<file path="src/rtl/frac_baud_pkg.sv">
package frac_baud_pkg;
    // Default geometry: two divisor bytes and a fraction in 1/64 steps.
    localparam int unsigned DIV_BYTE_W_DEF = 8;
    localparam int unsigned DIV_FRAC_W_DEF = 6;
    localparam int unsigned DIV_BYTES      = 2;
endpackage

</file>
<file path="src/rtl/frac_baud_shadow.sv">
// Holds the running divisor and a staged one; swaps at a period boundary.
module frac_baud_shadow #(
    parameter int unsigned INT_W  = 16,
    parameter int unsigned FRAC_W = 6
) (
    input  logic              clk,
    input  logic              rst,
    input  logic              load,
    input  logic [INT_W-1:0]  new_int,
    input  logic [FRAC_W-1:0] new_frac,
    input  logic              boundary,
    output logic [INT_W-1:0]  act_int,
    output logic [FRAC_W-1:0] act_frac,
    output logic              apply
);
    typedef struct packed {
        logic [INT_W-1:0]  run_int;
        logic [FRAC_W-1:0] run_frac;
        logic [INT_W-1:0]  stg_int;
        logic [FRAC_W-1:0] stg_frac;
        logic              stg_vld;
    } shadow_t;

    shadow_t st_d, st_q;
    logic    apply_c;

    always_comb begin
        st_d    = st_q;
        apply_c = st_q.stg_vld && (boundary || (st_q.run_int == '0));
        if (apply_c) begin
            st_d.run_int  = st_q.stg_int;
            st_d.run_frac = st_q.stg_frac;
            st_d.stg_vld  = 1'b0;
        end
        if (load) begin
            st_d.stg_int  = new_int;
            st_d.stg_frac = new_frac;
            st_d.stg_vld  = 1'b1;
        end
    end

    always_ff @(posedge clk) begin
        if (rst) begin
            st_q <= '0;
        end else begin
            st_q <= st_d;
        end
    end

    assign act_int  = st_q.run_int;
    assign act_frac = st_q.run_frac;
    assign apply    = apply_c;
endmodule

</file>
<file path="src/rtl/frac_baud_dither.sv">
// Phase accumulator: a carry out of the fraction sum lengthens the next period.
module frac_baud_dither #(
    parameter int unsigned FRAC_W = 6
) (
    input  logic              clk,
    input  logic              rst,
    input  logic [FRAC_W-1:0] frac,
    input  logic              boundary,
    input  logic              apply,
    output logic [FRAC_W-1:0] acc,
    output logic              stretch
);
    typedef struct packed {
        logic [FRAC_W-1:0] phase;
        logic              extra;
    } dither_t;

    dither_t      dt_d, dt_q;
    logic [FRAC_W:0] sum_c;

    always_comb begin
        dt_d  = dt_q;
        sum_c = {1'b0, dt_q.phase} + {1'b0, frac};
        if (apply) begin
            dt_d.phase = '0;
            dt_d.extra = 1'b0;
        end else if (boundary) begin
            dt_d.phase = sum_c[FRAC_W-1:0];
            dt_d.extra = sum_c[FRAC_W];
        end
    end

    always_ff @(posedge clk) begin
        if (rst) begin
            dt_q <= '0;
        end else begin
            dt_q <= dt_d;
        end
    end

    assign acc     = dt_q.phase;
    assign stretch = dt_q.extra;
endmodule

</file>
<file path="src/rtl/frac_baud_counter.sv">
// Counts clocks within a period of (divisor + stretch) and emits the tick.
module frac_baud_counter #(
    parameter int unsigned INT_W = 16
) (
    input  logic             clk,
    input  logic             rst,
    input  logic [INT_W-1:0] act_int,
    input  logic             stretch,
    output logic             boundary,
    output logic [INT_W:0]   cnt,
    output logic             tick
);
    localparam int unsigned CW = INT_W + 1;

    typedef struct packed {
        logic [CW-1:0] count;
        logic          pulse;
    } ctr_t;

    ctr_t          ct_d, ct_q;
    logic [CW-1:0] len_c;
    logic          idle_c;
    logic          end_c;

    always_comb begin
        ct_d   = ct_q;
        idle_c = (act_int == '0);
        len_c  = {1'b0, act_int} + CW'(stretch);
        end_c  = !idle_c && ((ct_q.count + CW'(1)) == len_c);
        ct_d.pulse = end_c;
        if (end_c || idle_c) begin
            ct_d.count = '0;
        end else begin
            ct_d.count = ct_q.count + CW'(1);
        end
    end

    always_ff @(posedge clk) begin
        if (rst) begin
            ct_q <= '0;
        end else begin
            ct_q <= ct_d;
        end
    end

    assign boundary = end_c;
    assign cnt      = ct_q.count;
    assign tick     = ct_q.pulse;
endmodule

</file>
<file path="src/rtl/frac_baud_gen.sv">
module frac_baud_gen
    import frac_baud_pkg::*;
#(
    parameter int unsigned BYTE_W = DIV_BYTE_W_DEF,
    parameter int unsigned FRAC_W = DIV_FRAC_W_DEF
) (
    input  logic              clk,
    input  logic              rst,
    input  logic              div_load,
    input  logic [BYTE_W-1:0] div_hi,
    input  logic [BYTE_W-1:0] div_lo,
    input  logic [FRAC_W-1:0] div_frac,
    output logic              tick
);
    localparam int unsigned INT_W = DIV_BYTES * BYTE_W;

    logic [INT_W-1:0]  new_int;
    logic [INT_W-1:0]  act_int;
    logic [FRAC_W-1:0] act_frac;
    logic [FRAC_W-1:0] acc;
    logic [INT_W:0]    cnt;
    logic              apply;
    logic              boundary;
    logic              stretch;

    assign new_int = {div_hi, div_lo};

    frac_baud_shadow #(.INT_W(INT_W), .FRAC_W(FRAC_W)) u_shadow (
        .clk      (clk),
        .rst      (rst),
        .load     (div_load),
        .new_int  (new_int),
        .new_frac (div_frac),
        .boundary (boundary),
        .act_int  (act_int),
        .act_frac (act_frac),
        .apply    (apply)
    );

    frac_baud_dither #(.FRAC_W(FRAC_W)) u_dither (
        .clk      (clk),
        .rst      (rst),
        .frac     (act_frac),
        .boundary (boundary),
        .apply    (apply),
        .acc      (acc),
        .stretch  (stretch)
    );

    frac_baud_counter #(.INT_W(INT_W)) u_counter (
        .clk      (clk),
        .rst      (rst),
        .act_int  (act_int),
        .stretch  (stretch),
        .boundary (boundary),
        .cnt      (cnt),
        .tick     (tick)
    );
endmodule

</file>
<file path="config.mk">
export PLATFORM = sky130hd
export DESIGN_NAME = frac_baud_gen
export DESIGN_NICKNAME = d
export VERILOG_FILES = /design/src/rtl/frac_baud_pkg.sv /design/src/rtl/frac_baud_shadow.sv /design/src/rtl/frac_baud_dither.sv /design/src/rtl/frac_baud_counter.sv /design/src/rtl/frac_baud_gen.sv
export SDC_FILE = /design/constraint.sdc
export NUM_CORES = 1
export LEC_CHECK = 0
export ABC_CLOCK_PERIOD_IN_PS = 2800
export BUFFER_PORTS_ARGS = -buffer_cell sky130_fd_sc_hd__buf_4
export CELL_PAD_IN_SITES_DETAIL_PLACEMENT = 0
export CELL_PAD_IN_SITES_GLOBAL_PLACEMENT = 1
export CORE_AREA = 2 2 95 97
export CTS_BUF_LIST = sky130_fd_sc_hd__clkbuf_8
export DETAILED_ROUTE_END_ITERATION = 16
export DIE_AREA = 0 0 97 99
export HOLD_SLACK_MARGIN = 0.05
export MAX_ROUTING_LAYER = met4
export PLACE_DENSITY_LB_ADDON = 0.05
export SYNTH_ARGS = -nofsm -noshare
export SYNTH_HDL_FRONTEND = slang
export SYNTH_SLANG_ARGS = --single-unit
</file>
<file path="constraint.sdc">
create_clock -name clk -period 2.8 [get_ports clk]
set_input_delay 0 -clock clk [delete_from_list [all_inputs] [get_ports clk]]
set_output_delay 0 -clock clk [all_outputs]
set_load 0.01 [all_outputs]
</file>
* Word level (Yosys, flattened, before mapping)
Index checks and enable logic that the tools add are counted.
** Operators by class
- Equal/unequal tests :: 1
- Muxes and demuxes :: 2
- Reduce and logical (&&, ||, !) cells :: 8
- Add/subtract/negate cells :: 3
** Operator list (count)
- $add A16 B1 Y17 :: 1
- $add A17 B1 Y17 const B :: 1
- $eq A17 B17 Y1 :: 1
- $logic_not A16 Y1 :: 1
- $add A6 B6 Y7 :: 1
- $reduce_or A2 Y1 :: 2
- $logic_and A1 B1 Y1 :: 2
- $mux W1 :: 2
- $reduce_bool A2 Y1 :: 1
- $logic_not A1 Y1 :: 1
- $logic_or A1 B1 Y1 :: 1
** Word-level totals
- Register bits :: 70
- Output and inout port bits :: 1
- Input port bits :: 25

* Depth between registers and ports, before layout
Gate-level depths: netlist of run 1.
- Depth in word-level cells :: 7
- Gate-level depth with buffers :: 11
- Depth with buffers taken out :: 10

* Cells and area by module
From an unflattened synthesis of run 1, not the netlist that was laid out.
** Second synthesis, totals
- Cells, all modules :: 437
- Area, all modules :: 3828.7 um2
** By module, submodules not included
- frac_baud_shadow :: area each 1903.1 um2, instances 1, sequential area each 900.9 um2, cells each 202
- frac_baud_counter :: area each 1458.9 um2, instances 1, sequential area each 360.3 um2, cells each 182
- frac_baud_dither :: area each 466.7 um2, instances 1, sequential area each 140.1 um2, cells each 53

* Least setup slack after synthesis of run 1
OpenSTA, ideal clock, no wires.
- Path type :: register -> register
- Start point :: register u_shadow.st_q, in the netlist u_shadow.act_int[0]
- End point :: register u_dither.dt_q, in the netlist u_dither.stretch
- Stages on the path, launching flop included :: 11
- Data arrival time :: 2.813 ns
- Path buffers :: 0
- Setup slack :: -0.165 ns
- Cell sequence :: dfxtp_1 ha_1 ha_1 nand3_1 o21a_1 or4_1 a211oi_2 nand4_2 o31ai_4 o21a_1 a211oi_1
** On the way
- Longest elaborated chain between the ends :: 6
- Elaborated cells on any way between the ends :: 8
- Those cells by class :: add/sub: 1; eq/ne: 1; reduce/logical: 6
** RTL lines
- from (decl) :: RTL line frac_baud_shadow.sv:24 : shadow_t st_d, st_q;
- from (signal assigned) :: RTL line frac_baud_shadow.sv:46 : st_q <= st_d;
- $add A16 B1 Y17 / $logic_not A16 Y1 (equally long branches) :: RTL line frac_baud_counter.sv:28, frac_baud_shadow.sv:29, frac_baud_counter.sv:27
- $eq A17 B17 Y1 / $logic_not A1 Y1 (equally long branches) :: RTL line frac_baud_counter.sv:29 : end_c = !idle_c && ((ct_q.count + CW'(1)) == len_c);
- $logic_and A1 B1 Y1 :: RTL line frac_baud_counter.sv:29
- $logic_or A1 B1 Y1 :: RTL line frac_baud_shadow.sv:29 : apply_c = st_q.stg_vld && (boundary || (st_q.run_int == '0));
- $logic_and A1 B1 Y1 :: RTL line frac_baud_shadow.sv:29
- $reduce_or A2 Y1 (no source line)
- to (signal assigned) :: RTL line frac_baud_dither.sv:37 : dt_q <= dt_d;
- to (decl) :: RTL line frac_baud_dither.sv:18 : dither_t dt_d, dt_q;
Parallel ways exist; a longest one is shown, timed or not.
A chain may end at the register's enable or synchronous reset.

* Final worst setup path of run 1
- Start point :: register u_shadow.st_q, in the netlist u_shadow.act_int[0]
- End point :: register u_shadow.st_q, in the netlist u_shadow.act_int[2]
** On the way
- Longest elaborated chain between the ends :: 5
- Elaborated cells on any way between the ends :: 7
- Those cells by class :: add/sub: 1; eq/ne: 1; reduce/logical: 5
** RTL lines (RTL line)
- $add A16 B1 Y17 / $logic_not A16 Y1 (equally long branches) :: frac_baud_counter.sv:28, frac_baud_shadow.sv:29, frac_baud_counter.sv:27
- $eq A17 B17 Y1 / $logic_not A1 Y1 (equally long branches) :: frac_baud_counter.sv:29
- $logic_and A1 B1 Y1 :: frac_baud_counter.sv:29
- $logic_or A1 B1 Y1 (*) :: frac_baud_shadow.sv:29
- $logic_and A1 B1 Y1 (*) :: frac_baud_shadow.sv:29
Every way passes the cells marked *; elsewhere a longest branch is shown, timed or not.

==> run_results.csv, run 1 <==
group,metric,value,unit
floorplan,coreArea,8550,sq um
sta,setup_slack,-0.0109,ns
route,wl_per_cell,14.2,um
final_layout,multi_input_area,2200,sq um
setup_path,r2r-end,"u_shadow.act_int[2]",
run_status,violations,"setup timing",
route,first_iter_violations,151,
clocking,ctsLongestPathBuffers,2,
setup_path,r2r_slack,-0.01,ns
sta,tightest_slew,0.687,ns
setup_path,criticalPathCategory,"reg -> reg",
final_layout,antenna_cells,0,
floorplan,chipHeight,99,um
worst_hold_path,hold_depth,2,
sta,maxSlewViolCount,0,
route,dr_total_vias,3110,
global_route,grt_pass1_vias,3082,
synth,yosysTopAreaCellShare,38.7,%
floorplan,die_w,97,um
sta,rsz0062_at_grt,"true",
sta,setup_tns,-0.0109,ns
sta,layout_worst_path_cycle_share,100,%
final_layout,layout_common_cells,"67 x dfxtp_1, 61 x buf_4, 53 x nor2_1",
route,drc,0,
floorplan,fp-row-count,34,
floorplan,die_area,9600,sq um
power,seq_power_share,38.5,%
worst_hold_path,hold_end,"u_shadow.st_q[3]",
placement,detailed_place.area,4180,sq um
final_layout,syn_to_final_growth,32.8,%
synth,ys_seq_area_share,38.7,%
floorplan,io_pins,26,
power,power.internal,1.92,mW
setup_path,r2r_start,"u_shadow.act_int[0]",
final_layout,drive_above_1_share,24.3,%
power,ir_worst_vdd,0.325,mV
synth,post-synth-top-area-cell,"dfxtp_1",
clocking,clock-root-buffer,"clkbuf_8",
sta,setup_violations,1,
placement,gp_congestion,0.773,
worst_hold_path,min-delay-start,"rst",
clocking,h-tree-depth,3,
worst_hold_path,hold_path.class,"in -> reg",
clocking,clock_latency,0.35,ns
route,wirelength,8560,um
setup_path,crit_required,3.07,ns
floorplan,initial_utilization,42.4,%
sta,hold_ws,0.110,ns
global_route,grt_max_degree,48,
route,drtAntennaViolNets,0,
clocking,clkTransAtPathRegs,0.08,ns
setup_path,arrival,3.08,ns
setup_path,reg2reg_depth,13,
setup_path,cp_max_fo,6,
synth,syn_nets,446,
synth,synth_cell_types,49,
clocking,cts_tree,"done",
global_route,grt_first_pass_wirelength,14800,um
clocking,clock-sinks,70,
placement,portBuffers,25,
global_route,grtUsageTotal,19.4,%
power,power_frac_comb,33.3,%
power,clkPwrFrac,28.2,%
synth,ys_warn_count,0,
sta,timing.fmax,356,MHz
placement,post-dp-hpwl,6070,um
final_layout,regArea,1410,sq um
power,p_switching,0.908,mW
synth,syn-cell-area,3620,sq um
power,power.density,587,nW/um^2
setup_path,cp-end-kind,"flip-flop",
setup_path,start_kind,"flip-flop",
synth,synth-seq-cells,70,
power,p_sw_share,32.1,%
run_status,outcome,"complete, but fails checks",
sta,hold_viol_final,0,
route,via_per_inst,5.17,
placement,dp_slack,-0.176,ns
final_layout,finalInstanceArea,4810,sq um
global_route,grt_overflow,0,
synth,synthTopCellsByArea,"dfxtp_1 39%, mux2i_1 7.7%, xnor2_1 7.2%",
run,drv_cap,0,
route,firstDrtPassIters,4,
final_layout,final_nets,525,
final_layout,layout_commonest_cell,"dfxtp_1",
sta,final.setup_skew,0.0116,ns
synth,syn-mean-instance-area,8.84,sq um
synth,netlist_instances,410,
final_layout,fillers,781,
sta,slew_headroom,54.1,%
global_route,antenna_found_initial,0,
power,leakagePower,1.83,nW
clocking,cts_buffers,9,
sta,fin_crit,2.81,ns
==> worst max path at each step <==
| stage | cells past startpoint | end | slack [ns] | startpoint |
|---|---|---|---|---|
| 6_report | 13 | u_shadow.act_int[2] | -0.01 | u_shadow.act_int[0] |
| 5_1_grt | 13 | u_shadow.act_int[4] | -0.20 | u_shadow.act_int[0] |
| 4_1_cts | 13 | u_shadow.act_int[3] | -0.07 | u_shadow.act_int[0] |
| 3_5_place_dp | 12 | u_shadow.act_int[1] | -0.18 | u_shadow.act_int[0] |
| 3_3_place_gp | 12 | u_shadow.act_int[3] | -0.19 | u_shadow.act_int[0] |
| 2_1_floorplan | 9 | u_dither.stretch | 0.004 | u_counter.cnt[0] |
==> per-stage QoR <==
step	utilization, %	power (mW)	std cells
5_1_grt	56.3	2.99	602
3_3_place_gp	48.9	1.81	558
2_1_floorplan	-	1.55	410
4_1_cts	55.6	2.85	602
6_report	56.3	2.83	602
3_5_place_dp	48.9	1.82	558
==> routing by layer <==
layer / part of all wire, % / vias to the layer above / track usage (%) / routed length, um
li1: - / 1619 / - / -
met4: 1.0 / 0 / 5.53 / 89
met1: 50 / 1437 / 25.8 / 4320
met5: 0 / - / - / 0
met3: 2.7 / 9 / 3.48 / 230
met2: 46 / 45 / 30.6 / 3920
==> critical path, cell delays in order (launching register included) <==
cell	delay, ns
dfxtp_4	0.37
ha_4	0.14
nand4_1	0.16
or3_1	0.37
o211a_1	0.15
nor4_4	0.29
buf_4	0.15
nand4_1	0.15
buf_6	0.17
o31ai_4	0.22
buf_6	0.19
buf_12	0.13
nand3_1	0.09
a21oi_1	0.14
==> area by class of cell <==
| type | instances | area share (%) |
|---|---|---|
| Multi-Input combinational cell | 304 | 45.8 |
| Clock buffer | 9 | 2.57 |
| Timing Repair Buffer | 91 | 17.2 |
| Clock inverter | 7 | 1.38 |
| Tap cell | 108 | 2.81 |
| Inverter | 13 | 1.01 |
| Sequential cell | 70 | 29.2 |
==> logic make-up (layout without fill, tap and decap cells) <==
family | after synthesis | after routing | synth area share (%)
and+or+nand+nor | 147 | 147 | 20.9
AOI/OAI and AO/OA | 82 | 82 | 15.1
DFF | 70 | 70 | 38.7
xor gates and xnor gates | 36 | 36 | 9.46
buffers and inverters | 36 | 120 | 4.21
muxes | 28 | 28 | 7.73
adders and majority gates | 11 | 11 | 4.00
==> power by group through the flow <==
stage	clock [mW]	combinational, mW	sequential [mW]
final	0.797	0.941	1.09
after global placement	0	0.706	1.11
after global routing	0.874	1.02	1.10
after CTS	0.820	0.940	1.09
after floorplan	0	0.458	1.10
after detailed placement	0	0.711	1.11
==> state kept, by name, summed over array words and instances, names as in the netlist <==
| name | cells |
|---|---|
| u_counter.cnt | 17 |
| u_counter.tick | 1 |
| u_dither.acc | 6 |
| u_shadow.act_int | 16 |
| u_shadow.st_q | 23 |
| u_dither.stretch | 1 |
| u_shadow.act_frac | 6 |
==> repair_timing <==
action	4_1_cts	5_1_grt
hold buffers	22	0
gates cloned	2	0
setup endpoints to repair	47	48
setup buffers	4	0
resized for setup	24	10
endpoints found under the hold margin	22	0
pin swaps	11	3
==> synth_stat cells (all sizes together) <==
library cell   n
a211oi         4
a21boi         1
a21o           2
a21oi         29
a31oi          1
and2           2
and3           1
buf           12
clkbuf        11
dfxtp         70
fa             1
ha            10
inv           13
mux2i         28
nand2          9
nand3         37
nand4          8
nor2          54
nor2b          2
nor3          12
nor4          16
o2111ai        1
o211a          2
o21a           5
o21ai         27
o21bai         2
o221ai         2
o22a           1
o22ai          1
o31a           1
o31ai          3
or2            2
or3            2
or4            2
xnor2         30
xnor3          2
xor2           4
No activity file was read; power rests on OpenSTA's default activity.
==> run 2: changes to the inputs <==
- GPL_TIMING_DRIVEN: unset -> 0
- TNS_END_PERCENT: unset -> 1
==> run 2 against run 1 <==
The run still ends with setup timing left; clock skew decreased by 0.0014 ns; hold slack improved by 0.31 ns; total power increased by 0.72%; critical path type unchanged; largest cell class unchanged; largest power group unchanged; highest routed layer unchanged.
==> run_results.csv, run 2 (synthesis gave the netlist of run 1 again) <==
group,metric,value,unit
run_status,outcome,"complete, but fails checks",
run_status,violations,"setup timing",
floorplan,coreArea,8550,sq um
final_layout,syn_to_final_growth,35.9,%
sta,rsz0062_at_grt,"true",
placement,post-place-cells,542,
global_route,antenna_found_initial,0,
route,wirelength,8910,um
clocking,clkTransAtPathRegs,0.08,ns
setup_path,cp_max_fo,10,
sta,hold_viol_final,0,
sta,maxSlewViolCount,0,
power,p_switching,0.901,mW
sta,layout_worst_path_cycle_share,102,%
route,drc,0,
clocking,clock-sinks,70,
sta,tightest_slew,0.706,ns
route,wl_per_cell,14.4,um
sta,fin_crit,2.86,ns
setup_path,criticalPathCategory,"reg -> reg",
floorplan,chipHeight,99,um
global_route,grt_max_degree,13,
route,firstDrtPassIters,4,
setup_path,start_kind,"flip-flop",
worst_hold_path,hold_path.class,"in -> reg",
sta,timing.fmax,349,MHz
route,via_per_inst,5.16,
floorplan,die_w,97,um
setup_path,arrival,3.09,ns
placement,post-dp-hpwl,5920,um
final_layout,largest_reg_flops,23,
sta,hold_ws,0.423,ns
power,p_sw_share,31.6,%
setup_path,critPathBufInv,2,
global_route,grt_first_pass_wirelength,15000,um
power,leakagePower,1.87,nW
power,ir_worst_vdd,0.283,mV
power,power.internal,1.95,mW
run,drv_cap,0,
power,power.density,578,nW/um^2
setup_path,critPathSlowestCell,"dfxtp_4",
power,clkPwrFrac,31.9,%
sta,setup_violations,18,
global_route,grt_pass1_vias,3155,
setup_path,slowest_delay,0.39,ns
final_layout,drive_above_1_share,24.8,%
setup_path,crit_chain,"ha_1, nand4_1, or3_4, o211a_1, nor4_4, nand4_1, buf_4, o31a_1, buf_2, o21ai_1, a21oi_2",
route,drtAntennaViolNets,0,
placement,portBuffers,24,
floorplan,io_pins,26,
final_layout,largest_register,"u_shadow.st_q",
sta,final.setup_skew,0.0102,ns
route,first_iter_violations,71,
clocking,cts_buffers,9,
clocking,ctsLongestPathBuffers,2,
clocking,clock-root-buffer,"clkbuf_8",
placement,gp_congestion,0.812,
clocking,h-tree-depth,3,
power,seq_power_share,38.6,%
floorplan,fp-row-count,34,
setup_path,crit_required,3.02,ns
floorplan,die_area,9600,sq um
sta,setup_slack,-0.0639,ns
setup_path,cp-end-kind,"flip-flop",
final_layout,layout_common_cells,"64 x dfxtp_1, 54 x buf_4, 53 x nor2_1",
clocking,cts_tree,"done",
final_layout,final_cells,617,
final_layout,antenna_cells,0,
global_route,grt_overflow,0,
setup_path,r2r_slack,-0.06,ns
power,power_frac_comb,29.5,%
clocking,clock_latency,0.35,ns
floorplan,initial_utilization,42.4,%
setup_path,crit_top_cell,"nand4_1",
final_layout,layout_commonest_cell,"dfxtp_1",
final_layout,final_nets,541,
global_route,grtUsageTotal,19.7,%
sta,slew_headroom,53.0,%
setup_path,critical_path.top_delay_family,"simple AND/OR/NAND/NOR gates",
route,dr_total_vias,3185,
==> run 2: final timing paths <==
kind                                           from              endpoint  cells after the start
worst min register to register     u_shadow.st_q[5]  u_shadow.act_frac[4]                      2
worst min-delay path                      div_lo[3]     u_shadow.st_q[10]                      4
worst max-delay path            u_shadow.act_int[0]  u_shadow.act_int[14]                     11
worst max register to register  u_shadow.act_int[0]  u_shadow.act_int[14]                     11
==> run 2: worst min-delay path, stage by stage <==
cell	delay, ns
dlygate4sd3_1	0.52
buf_4	0.09
mux2i_1	0.05
nor2_1	0.07
==> run 2: area by class of cell <==
class	instances	area (sq um)
clock buffers	9	124
inverters	13	48.8
flip-flops and latches	70	1420
clock inverters	6	87.6
well taps	108	135
repair buffers	84	727
plain buffers	23	123
fillers	775	3630
multi-input cells	304	2260
==> run 2: stage by stage <==
stage / area [sq um] / setup TNS (ns) / util (%) / setup slack [ns] / total power [mW]
after floorplan: 3640 / 0 / - / 0.00429 / 1.55
after global placement: 3960 / -23.46 / 46.3 / -0.716 / 1.71
after detailed placement: 3960 / -25.66 / 46.3 / -0.757 / 1.71
after CTS: 4740 / 0 / 55.5 / 0.0000471 / 2.82
after global routing: 4920 / -5.79 / 57.6 / -0.205 / 3.00
final: 4920 / -0.538 / 57.6 / -0.0639 / 2.85
==> run 2: what timing repair did <==
item / in CTS / in global routing
resized for setup: 29 / 25
cloned: 1 / 1
hold buffers: 26 / 0
pin swaps: 12 / 8
endpoints found under the hold margin: 24 / 0
buffers inserted: 22 / 10
endpoints found under the setup margin: 48 / 46
==> run 2: power by group through the flow <==
stage          Sequential, mW  Clock (mW)  Combinational [mW]
3_3_place_gp             1.11           0               0.596
4_1_cts                  1.10       0.933               0.788
3_5_place_dp             1.11           0               0.601
5_1_grt                  1.11       0.980               0.914
6_report                 1.10       0.909               0.839
2_1_floorplan            1.10           0               0.458
==> run 2: per-layer routing <==
layer	part of all wire, %	GRT usage, %
met1	50	25.4
met2	47	31.7
met3	2.2	3.69
met4	1.1	5.96
met5	0	-
